File: config.mk
export PLATFORM = sky130hd
export DESIGN_NAME = bus_hold_arbiter
export DESIGN_NICKNAME = d
export VERILOG_FILES = /design/src/rtl/bus_hold_pkg.sv /design/src/rtl/hold_sync.sv /design/src/rtl/hold_fsm.sv /design/src/rtl/float_stage.sv /design/src/rtl/bus_hold_arbiter.sv
export SDC_FILE = /design/constraint.sdc
export NUM_CORES = 1
export LEC_CHECK = 0
export ABC_AREA = 1
export BUFFER_PORTS_ARGS = -buffer_cell sky130_fd_sc_hd__buf_4
export CORE_AREA = 2 2 39 41
export CTS_CLUSTER_DIAMETER = 30
export DETAILED_ROUTE_END_ITERATION = 10
export DIE_AREA = 0 0 41 43
export GPL_TIMING_DRIVEN = 0
export PLACE_DENSITY = 0.44
export SYNTH_ARGS = -nofsm -noshare
export SYNTH_HDL_FRONTEND = slang
export SYNTH_SLANG_ARGS = --single-unit
File: constraint.sdc
create_clock -name clk -period 1.1 [get_ports clk]
set_input_delay 0.11 -clock clk [delete_from_list [all_inputs] [get_ports clk]]
set_output_delay 0.11 -clock clk [all_outputs]
set_load 0.05 [all_outputs]
File: src/rtl/bus_hold_pkg.sv
package bus_hold_pkg;
  typedef enum logic [1:0] {
    ARB_IDLE    = 2'd0,
    ARB_DRAIN   = 2'd1,
    ARB_GRANT   = 2'd2,
    ARB_RESTORE = 2'd3
  } arb_state_t;
endpackage

File: src/rtl/hold_sync.sv
module hold_sync #(
  parameter int STAGES = 2
) (
  input  logic clk,
  input  logic rst_n,
  input  logic async_in,
  output logic sync_out
);
  logic [STAGES-1:0] chain_q;
  logic [STAGES-1:0] chain_d;

  always_comb begin
    chain_d = {chain_q[STAGES-2:0], async_in};
  end

  always_ff @(posedge clk or negedge rst_n) begin
    if (!rst_n) chain_q <= '0;
    else        chain_q <= chain_d;
  end

  assign sync_out = chain_q[STAGES-1];
endmodule

File: src/rtl/hold_fsm.sv
module hold_fsm
  import bus_hold_pkg::*;
(
  input  logic clk,
  input  logic rst_n,
  input  logic req_s,
  input  logic cyc_busy,
  output logic ack,
  output logic stall
);
  arb_state_t state_q, state_d;
  logic       ack_q, ack_d;

  always_comb begin
    state_d = state_q;
    unique case (state_q)
      ARB_IDLE:    if (req_s) state_d = cyc_busy ? ARB_DRAIN : ARB_GRANT;
      ARB_DRAIN:   if (!req_s) state_d = ARB_IDLE;
                   else if (!cyc_busy) state_d = ARB_GRANT;
      ARB_GRANT:   if (!req_s) state_d = ARB_RESTORE;
      ARB_RESTORE: state_d = ARB_IDLE;
      default:     state_d = ARB_IDLE;
    endcase
    ack_d = (state_d == ARB_GRANT);
  end

  always_ff @(posedge clk or negedge rst_n) begin
    if (!rst_n) begin
      state_q <= ARB_IDLE;
      ack_q   <= 1'b0;
    end else begin
      state_q <= state_d;
      ack_q   <= ack_d;
    end
  end

  assign ack   = ack_q;
  assign stall = (state_q != ARB_IDLE) || req_s;

  assert_no_grant_busy_R3: assert property (@(posedge clk) disable iff (!rst_n)
    (!ack && cyc_busy) |=> !ack);
  assert_grant_needs_req_R2: assert property (@(posedge clk) disable iff (!rst_n)
    $rose(ack) |-> $past(req_s));
  assert_stall_in_grant_R5: assert property (@(posedge clk) disable iff (!rst_n)
    ack |-> stall);
endmodule

File: src/rtl/float_stage.sv
module float_stage #(
  parameter int N_OE = 3
) (
  input  logic            clk,
  input  logic            rst_n,
  input  logic            ack,
  input  logic            stall,
  output logic [N_OE-1:0] oe
);
  logic [N_OE-1:0] float_q, float_d;

  always_comb begin
    float_d = {N_OE{ack}};
  end

  always_ff @(negedge clk or negedge rst_n) begin
    if (!rst_n) float_q <= '0;
    else        float_q <= float_d;
  end

  assign oe = ~float_q;

  assert_one_driver_R5: assert property (@(posedge clk) disable iff (!rst_n)
    ack |-> (oe == '0));
  assert_restore_after_drop_R7: assert property (@(posedge clk) disable iff (!rst_n)
    $fell(ack) |-> (oe == '1));
  assert_idle_drives_R6: assert property (@(posedge clk) disable iff (!rst_n)
    !stall |-> (oe == '1));
endmodule

File: src/rtl/bus_hold_arbiter.sv
module bus_hold_arbiter #(
  parameter int SYNC_STAGES = 2
) (
  input  logic clk,
  input  logic rst_n,
  input  logic hold_req,
  input  logic cyc_busy,
  output logic hold_ack,
  output logic seq_stall,
  output logic addr_oe,
  output logic data_oe,
  output logic ctrl_oe
);
  localparam int N_OE = 3;

  logic            req_s;
  logic            ack;
  logic            stall;
  logic [N_OE-1:0] oe;

  hold_sync #(.STAGES(SYNC_STAGES)) u_sync (
    .clk      (clk),
    .rst_n    (rst_n),
    .async_in (hold_req),
    .sync_out (req_s)
  );

  hold_fsm u_fsm (
    .clk      (clk),
    .rst_n    (rst_n),
    .req_s    (req_s),
    .cyc_busy (cyc_busy),
    .ack      (ack),
    .stall    (stall)
  );

  float_stage #(.N_OE(N_OE)) u_float (
    .clk   (clk),
    .rst_n (rst_n),
    .ack   (ack),
    .stall (stall),
    .oe    (oe)
  );

  assign hold_ack  = ack;
  assign seq_stall = stall;
  assign addr_oe   = oe[2];
  assign data_oe   = oe[1];
  assign ctrl_oe   = oe[0];
endmodule

* After elaboration in Yosys (flattened, before gate mapping)
Cells that the tools add are included.
** Cells by class
- Shift operators :: 0
- Reduce and logical (&&, ||, !) cells :: 3
- Muxes and demuxes :: 6
- $mul :: 0
- Add/sub/neg operators :: 0
- Equality and inequality tests :: 4
- Magnitude comparators :: 0
- Bitwise logic cells :: 1
- Div/mod/pow operators :: 0
** Operators with widths (number)
- $mux 2 :: 5
- $pmux 2 s4 :: 1
- $eq 2x2->1 const B :: 3
- $not 3->3 :: 1
- $eq 2x1->1 const B :: 1
- $logic_not 2->1 :: 1
- $reduce_bool 2->1 :: 1
- $logic_or 1x1->1 :: 1
** Storage, ports and cells
- Bits in registers :: 6
- Logic and storage cells :: 18
- RAM bits :: 0
- Bits in read-only memories :: 0
- Output and inout bits :: 5
- Input bits :: 4
- Bits in latches :: 0
- Memories :: 0

* Longest topological paths before layout
Gate-level depths: netlist (run 1).
- Word-level depth :: 4
- Mapped depth :: 6
- Depth with buffers taken out :: 6

* By module
A second synthesis (run 1) with hierarchy kept.
** Unflattened totals
- Cells, all modules :: 22
- Area, all modules :: 227.7 um^2
** Modules (own cells, without submodules)
- hold_fsm :: area an instance 133.9 um^2, cells each 16, instances 1
- hold_sync :: area an instance 50.0 um^2, cells each 2, instances 1
- float_stage :: area an instance 43.8 um^2, cells each 4, instances 1

==> metrics.md, run 1 <==
| Metric | Value |
|---|---|
| Status | finished with violations |
| Failing checks | setup timing |
| Avg Cell Area, Syn | 9.63 µm² |
| Pwr Density | 3390 nW/µm² |
| Worst hold endpoint | u_fsm.state_q[1] |
| Yosys top cell area share | 56.5% |
| Yosys cell types | 6 |
| Routed len/inst | roughly 7.4 µm |
| Layout Skew | 0.0124 ns |
| Gr usage total | under 10% |
| Vias per cell | around 3.3 |
| Largest net degree at the start of global routing | 7 |
| DRT iter0 DRCs | 0 |
| Ant. Diodes | 0 |
| Post-layout util | 28.2% |
| Port bufs | 8 |
| Pwr Total | 1.32 mW |
| DP HPWL | around 260 µm |
| IO Pins | 9 |
| Total CTS buffers | 3 |
| Die width | 41 µm |
| Fraction of layout cells with a size suffix above 1 | between 40 and 50% |
| Seq/Total Area, Yosys | 67.8% |
| Crit. End Element | output port |
| Slowest CP cell | dfrtn_1 |
| Pins Over Slew Limit | 0 |
| CTS tree | done |
| Synthesis Warnings | 0 |
| Combinational share of power | 58.3% |
| Layout area overhead | 76.3% |
| Unrepaired setup endpoints after global routing | true |
| Simple-gate share of the synthesized area | approximately a fifth |
| Total die area | around 1800 µm² |
| Startpoint Class | flop |
| Seq pwr share | 24.9% |
| Core area | 1380 µm² |
| Initial Utilization | 16.0% |
| WL final | 406 µm |
| Vias in the first global route | 199 |
| Setup slack after layout | -0.501 ns |
| Adder-Cell Fraction of Synth Area | 0% |
| Min-Delay Path Depth | 4 |
| Pleak | 0.212 nW |
| Max cap viols | 0 |
| Fin nets | 44 |
| Switching part of the total | between 40% and 50% |
| Final hold vios | 0 |
| CP Class | flop to output port |
| Normalized max-slew margin | about nine tenths |
| Worst Tran Pin Value | 0.145 ns |
| Synth top area cells | dfrtp_1, nand2_1, dfrtn_1 |
| Critical path arrival | 1.49 ns |
| R2r endpoint | u_float.float_q[0] |
| Clk pin slew, worst setup/hold paths | 0.04 ns |
| Worst r2r src | u_fsm.ack |
| Worst hold slack | 0.139 ns |
| Most common cell after layout, fill and taps aside | nand2_1 |
| Cell Int Power | approximately 0.74 mW |
| Clock share of power | 16.9% |
| Worst Hold Launch | cyc_busy |
| Max incr delay on CP | 0.39 ns |
| Root Driver | clkbuf_4 |
| Initial antenna violation count | 0 |
| Psw | about 0.58 mW |
| Post-synthesis compound-gate area fraction | 0% |
| Synthesized instance count | 23 |
| Die Height | 43 µm |
| R2R depth | 0 |
| Total grt overflow | 0 |
| Clock latency on the worst-skew pair | around 0.25 ns |
| Post-route ant nets | 0 |
| Mux cell area share after synthesis | 0% |
| # rows | 14 |
| CP Data Required Time | 0.99 ns |
| Synthesized Nets | 27 |
| Mapped Area | roughly 220 µm² |
| Crit-path cells | inv_2 -> buf_6 -> buf_8 |
| Via Count | 179 |
| Number of detailed-route iterations in the first pass | 1 |
| Most frequent cells in the layout | nand2_1, buf_4, dfrtp_1 |
| # setup viols final | 3 |
| Clock sink count | 6 |
| Maximum number of buffers from clock root to sink | 2 |
| Reg-to-reg slack, setup | about 0.020 ns |
| Setup_tns | -1.44 ns |
| Worst VDD drop | 0.000794 V |
| Largest family of logic cells by synthesized area | simple AND/OR/NAND/NOR gates |
| H-tree depth | 1 |
| Post-Synth XOR/XNOR Area | 0% |
| Largest area contributor in the netlist | dfrtp_1 |
| Hold Path Class | input pin to flop |
| Worst-path maximum fanout | 3 |
| Post-place setup slack | -0.280 ns |
| Routability Congestion | 0.608 |
| # DRC | 0 |
| Count of state elements after synthesis | 6 |
| First-pass GRT wire length | 703 µm |
cell families (layout without fill, tap and decap cells):
kind of cell	count (synthesis)	in the layout
buffers and inverters	6	22
flip-flops	6	6
AND/OR/NAND/NOR	11	11
cell type report:
type / instances / area [µm²]
Timing Repair Buffer: 12 / 114
Sequential cell: 6 / 151
Tap cell: 16 / 20.0
Buffer: 2 / 22.5
Inverter: 4 / 15.0
Fill cell: 151 / 993
Clock buffer: 4 / 26.3
Multi-Input combinational cell: 11 / 41.3
cells in the mapped netlist:
cell,n
nand2_1,9
dfrtp_1,5
nor2_1,2
dfrtn_1,1
buf_4,2
inv_1,4
worst max-delay path, delay by kind of cell, from the launching register on:
family | cells | cell delay [ns]
buffers and inverters | 3 | 0.30
flip-flops | 1 | 0.39
what timing repair did:
item                                   CTS  global route
endpoints found under the hold margin    6             0
hold buffers                             2             0
buffers inserted                         2             0
resized for setup                        7             1
setup endpoints to repair                4             4
worst max path at each step:
stage	from	to	slack, ns	cells past startpoint
2_1_floorplan	u_float.float_q[0]	ctrl_oe	-0.49	2
3_3_place_gp	u_float.float_q[0]	data_oe	-0.28	3
3_5_place_dp	u_float.float_q[0]	data_oe	-0.28	3
4_1_cts	u_float.float_q[0]	data_oe	-0.51	3
5_1_grt	u_float.float_q[0]	ctrl_oe	-0.54	3
6_report	u_float.float_q[0]	ctrl_oe	-0.50	3
state kept, by name, indices dropped and copies added (netlist names):
signal,flops
u_fsm.ack,1
u_fsm.state_q,2
u_float.float_q,1
u_sync.chain_q,2
power groups by stage:
stage | sequential [mW] | clock, mW | combinational [mW]
3_3_place_gp | 0.339 | 0 | 0.617
3_5_place_dp | 0.339 | 0 | 0.619
4_1_cts | 0.330 | 0.236 | 0.760
2_1_floorplan | 0.397 | 0 | 0.394
6_report | 0.329 | 0.223 | 0.770
5_1_grt | 0.337 | 0.247 | 0.821
layer usage:
metal | wire (µm) | vias to the layer above | track usage [%] | share of wire (%)
met5 | 0 | - | 0 | 0
met4 | 0 | 0 | 8.00 | 0
met3 | 40 | 0 | 3.14 | 9.9
met2 | 204 | 8 | 8.44 | 50
met1 | 160 | 77 | 6.58 | 39
li1 | - | 94 | - | -
stage by stage:
stage / std cells / area [µm²]
floorplan: 23 / 223
global placement: 47 / 303
detailed placement: 47 / 303
CTS: 55 / 387
global route: 55 / 390
finish: 55 / 390
Note: power is estimated with default switching activity, not from simulation.
==> run 2, diff against run 1 <==
--- a/config.mk
+++ b/config.mk
@@ -11,7 +11,6 @@
 export CTS_CLUSTER_DIAMETER = 30
 export DETAILED_ROUTE_END_ITERATION = 10
 export DIE_AREA = 0 0 41 43
-export GPL_TIMING_DRIVEN = 0
 export PLACE_DENSITY = 0.44
 export SYNTH_ARGS = -nofsm -noshare
 export SYNTH_HDL_FRONTEND = slang
==> run 2 against run 1 <==
Net effect:
- the run still ends with setup timing left
- register-to-register slack is essentially flat
- sequential share of layout area grew 3.7 points
- combinational power shrank 19%
- highest routed layer unchanged
==> metrics.md, run 2 (synthesis gave the netlist of run 1 again) <==
| Metric | Value |
|---|---|
| FF/Latch Area | 151 µm² |
| Pins Over Slew Limit | 0 |
| Port bufs | 8 |
| Cell Int Power | between 0.6 and 0.7 mW |
| Maximum number of buffers from clock root to sink | 2 |
| # rows | 14 |
| Largest registers | u_fsm.state_q: 2 flops, u_sync.chain_q: 2 flops |
| Total die area | 1760 µm² |
| Gr usage total | under 10% |
| Switching part of the total | 46.0% |
| Critical path arrival | around 1.4 ns |
| Fraction of layout cells with a size suffix above 1 | 38.9% |
| Die width | a little over 40 µm |
| Clk pin slew, worst setup/hold paths | 0.04 ns |
| Most common cell after layout, fill and taps aside | nand2_1 |
| Largest net degree at the start of global routing | 7 |
| Clock share of power | 18.4% |
| Total grt overflow | 0 |
| Final hold vios | 0 |
| Startpoint Class | flop |
| Initial Utilization | 16.0% |
| Vias in the first global route | 189 |
| First-pass GRT wire length | 614 µm |
| CP Data Required Time | about 1 ns |
| Crit. End Element | output port |
| Root Driver | clkbuf_4 |
| Core area | 1380 µm² |
| Failing checks | setup timing |
| Max cap viols | 0 |
| Max incr delay on CP | 0.39 ns |
| Layout Skew | 0.00735 ns |
| Delay-heaviest family, CP | flip-flops |
| Setup slack after layout | -0.401 ns |
| Routability Congestion | between 0.5 and 0.6 |
| Layout area overhead | 61.0% |
| Fillers | 151 |
| Via Count | 188 |
| Ant. Diodes | 0 |
| Number of detailed-route iterations in the first pass | 1 |
| Worst Tran Pin Value | between 0.1 and 0.15 ns |
| Seq pwr share | 28.5% |
| Fin nets | 41 |
| Status | finished with violations |
| Total CTS buffers | 3 |
| Worst hold slack | 0.151 ns |
| Vias per cell | roughly 3.6 |
| Crit path buffers/inverters | 2 |
| Worst-path maximum fanout | 3 |
| Pleak | 0.193 nW |
| WL final | 349 µm |
| Combinational share of power | 53.1% |
| DRT iter0 DRCs | 0 |
| Psw | between 0.5 and 0.6 mW |
| Hold Path Class | input pin to flop |
| Slowest CP cell | dfrtn_1 |
| Post-route ant nets | 0 |
| Multi-input logic area | 41.3 µm² |
| Unrepaired setup endpoints after global routing | true |
| # setup viols final | 3 |
| Most frequent cells in the layout | nand2_1, buf_4, buf_6, dfrtp_1 |
| Pwr Density | 3310 nW/µm² |
| Routed len/inst | 6.71 µm |
| CTS tree | done |
| Die Height | 43 µm |
| CP Class | flop to output port |
| Worst VDD drop | 0.000964 V |
| Pwr Total | approximately 1.2 mW |
| Crit-path cells | inv_2 -> buf_6 |
| H-tree depth | 1 |
| Normalized max-slew margin | 90.4% |
| IO Pins | 9 |
| Clock sink count | 6 |
| Clock latency on the worst-skew pair | 0.24 ns |
| # DRC | 0 |
| Initial antenna violation count | 0 |
run 2: cell count changes in the layout (fill, tap and decap cells not counted):
cell	before	now
buf_4	7	5
buf_6	3	4
buf_8	2	0
run 2: what timing repair did:
action | 4_1_cts | 5_1_grt
gates cloned | 0 | 0
hold buffers | 2 | 0
hold endpoints to repair | 6 | 0
setup endpoints to repair | 4 | 5
pin swaps | 0 | 1
buffers inserted | 1 | 0
gates resized for setup | 4 | 1
run 2: path summary, 6_finish.rpt:
path	from	endpoint	slack [ns]	depth (start not counted)
max in group asynchronous	rst_n	u_float.float_q[0]	0.32	2
min in group asynchronous	rst_n	u_sync.chain_q[0]	0.20	2
setup / recovery	u_float.float_q[0]	ctrl_oe	-0.40	2
setup reg to reg	u_fsm.ack	u_float.float_q[0]	0.01	0
hold / removal	cyc_busy	u_fsm.state_q[1]	0.15	4
hold reg to reg	u_sync.chain_q[0]	u_sync.chain_q[1]	0.35	0
run 2: power by group through the flow:
stage	clock network (mW)	registers [mW]	logic [mW]
floorplan	0	0.397	0.394
global placement	0	0.339	0.567
detailed placement	0	0.337	0.568
CTS	0.230	0.337	0.624
global route	0.240	0.349	0.672
finish	0.217	0.336	0.627
run 2: through the flow:
step | cells | cell area, µm² | worst slack (ns) | TNS (ns) | utilization, %
3_5_place_dp | 45 | 288 | -0.163 | -0.487 | 20.8
5_1_grt | 52 | 357 | -0.439 | -1.32 | 25.8
6_report | 52 | 357 | -0.401 | -1.20 | 25.8
3_3_place_gp | 45 | 288 | -0.156 | -0.468 | 20.8
2_1_floorplan | 23 | 223 | -0.486 | -1.32 | -
4_1_cts | 52 | 353 | -0.411 | -1.23 | 25.5
run 2: per-layer routing:
layer / vias to the layer above / part of all wire [%] / global-route usage, %
met5: - / 0 / 0
met3: 0 / 12 / 6.28
met2: 10 / 44 / 8.44
met1: 87 / 43 / 4.64
li1: 91 / - / -
met4: 0 / 0 / 4.00
run 2: layout make-up:
class	instances	area share, %
tap	16	5.61
timing repair buffer	11	28.8
multi-input combinational	11	11.6
sequential	6	42.5
clock buffer	4	7.37
inverter	4	4.21
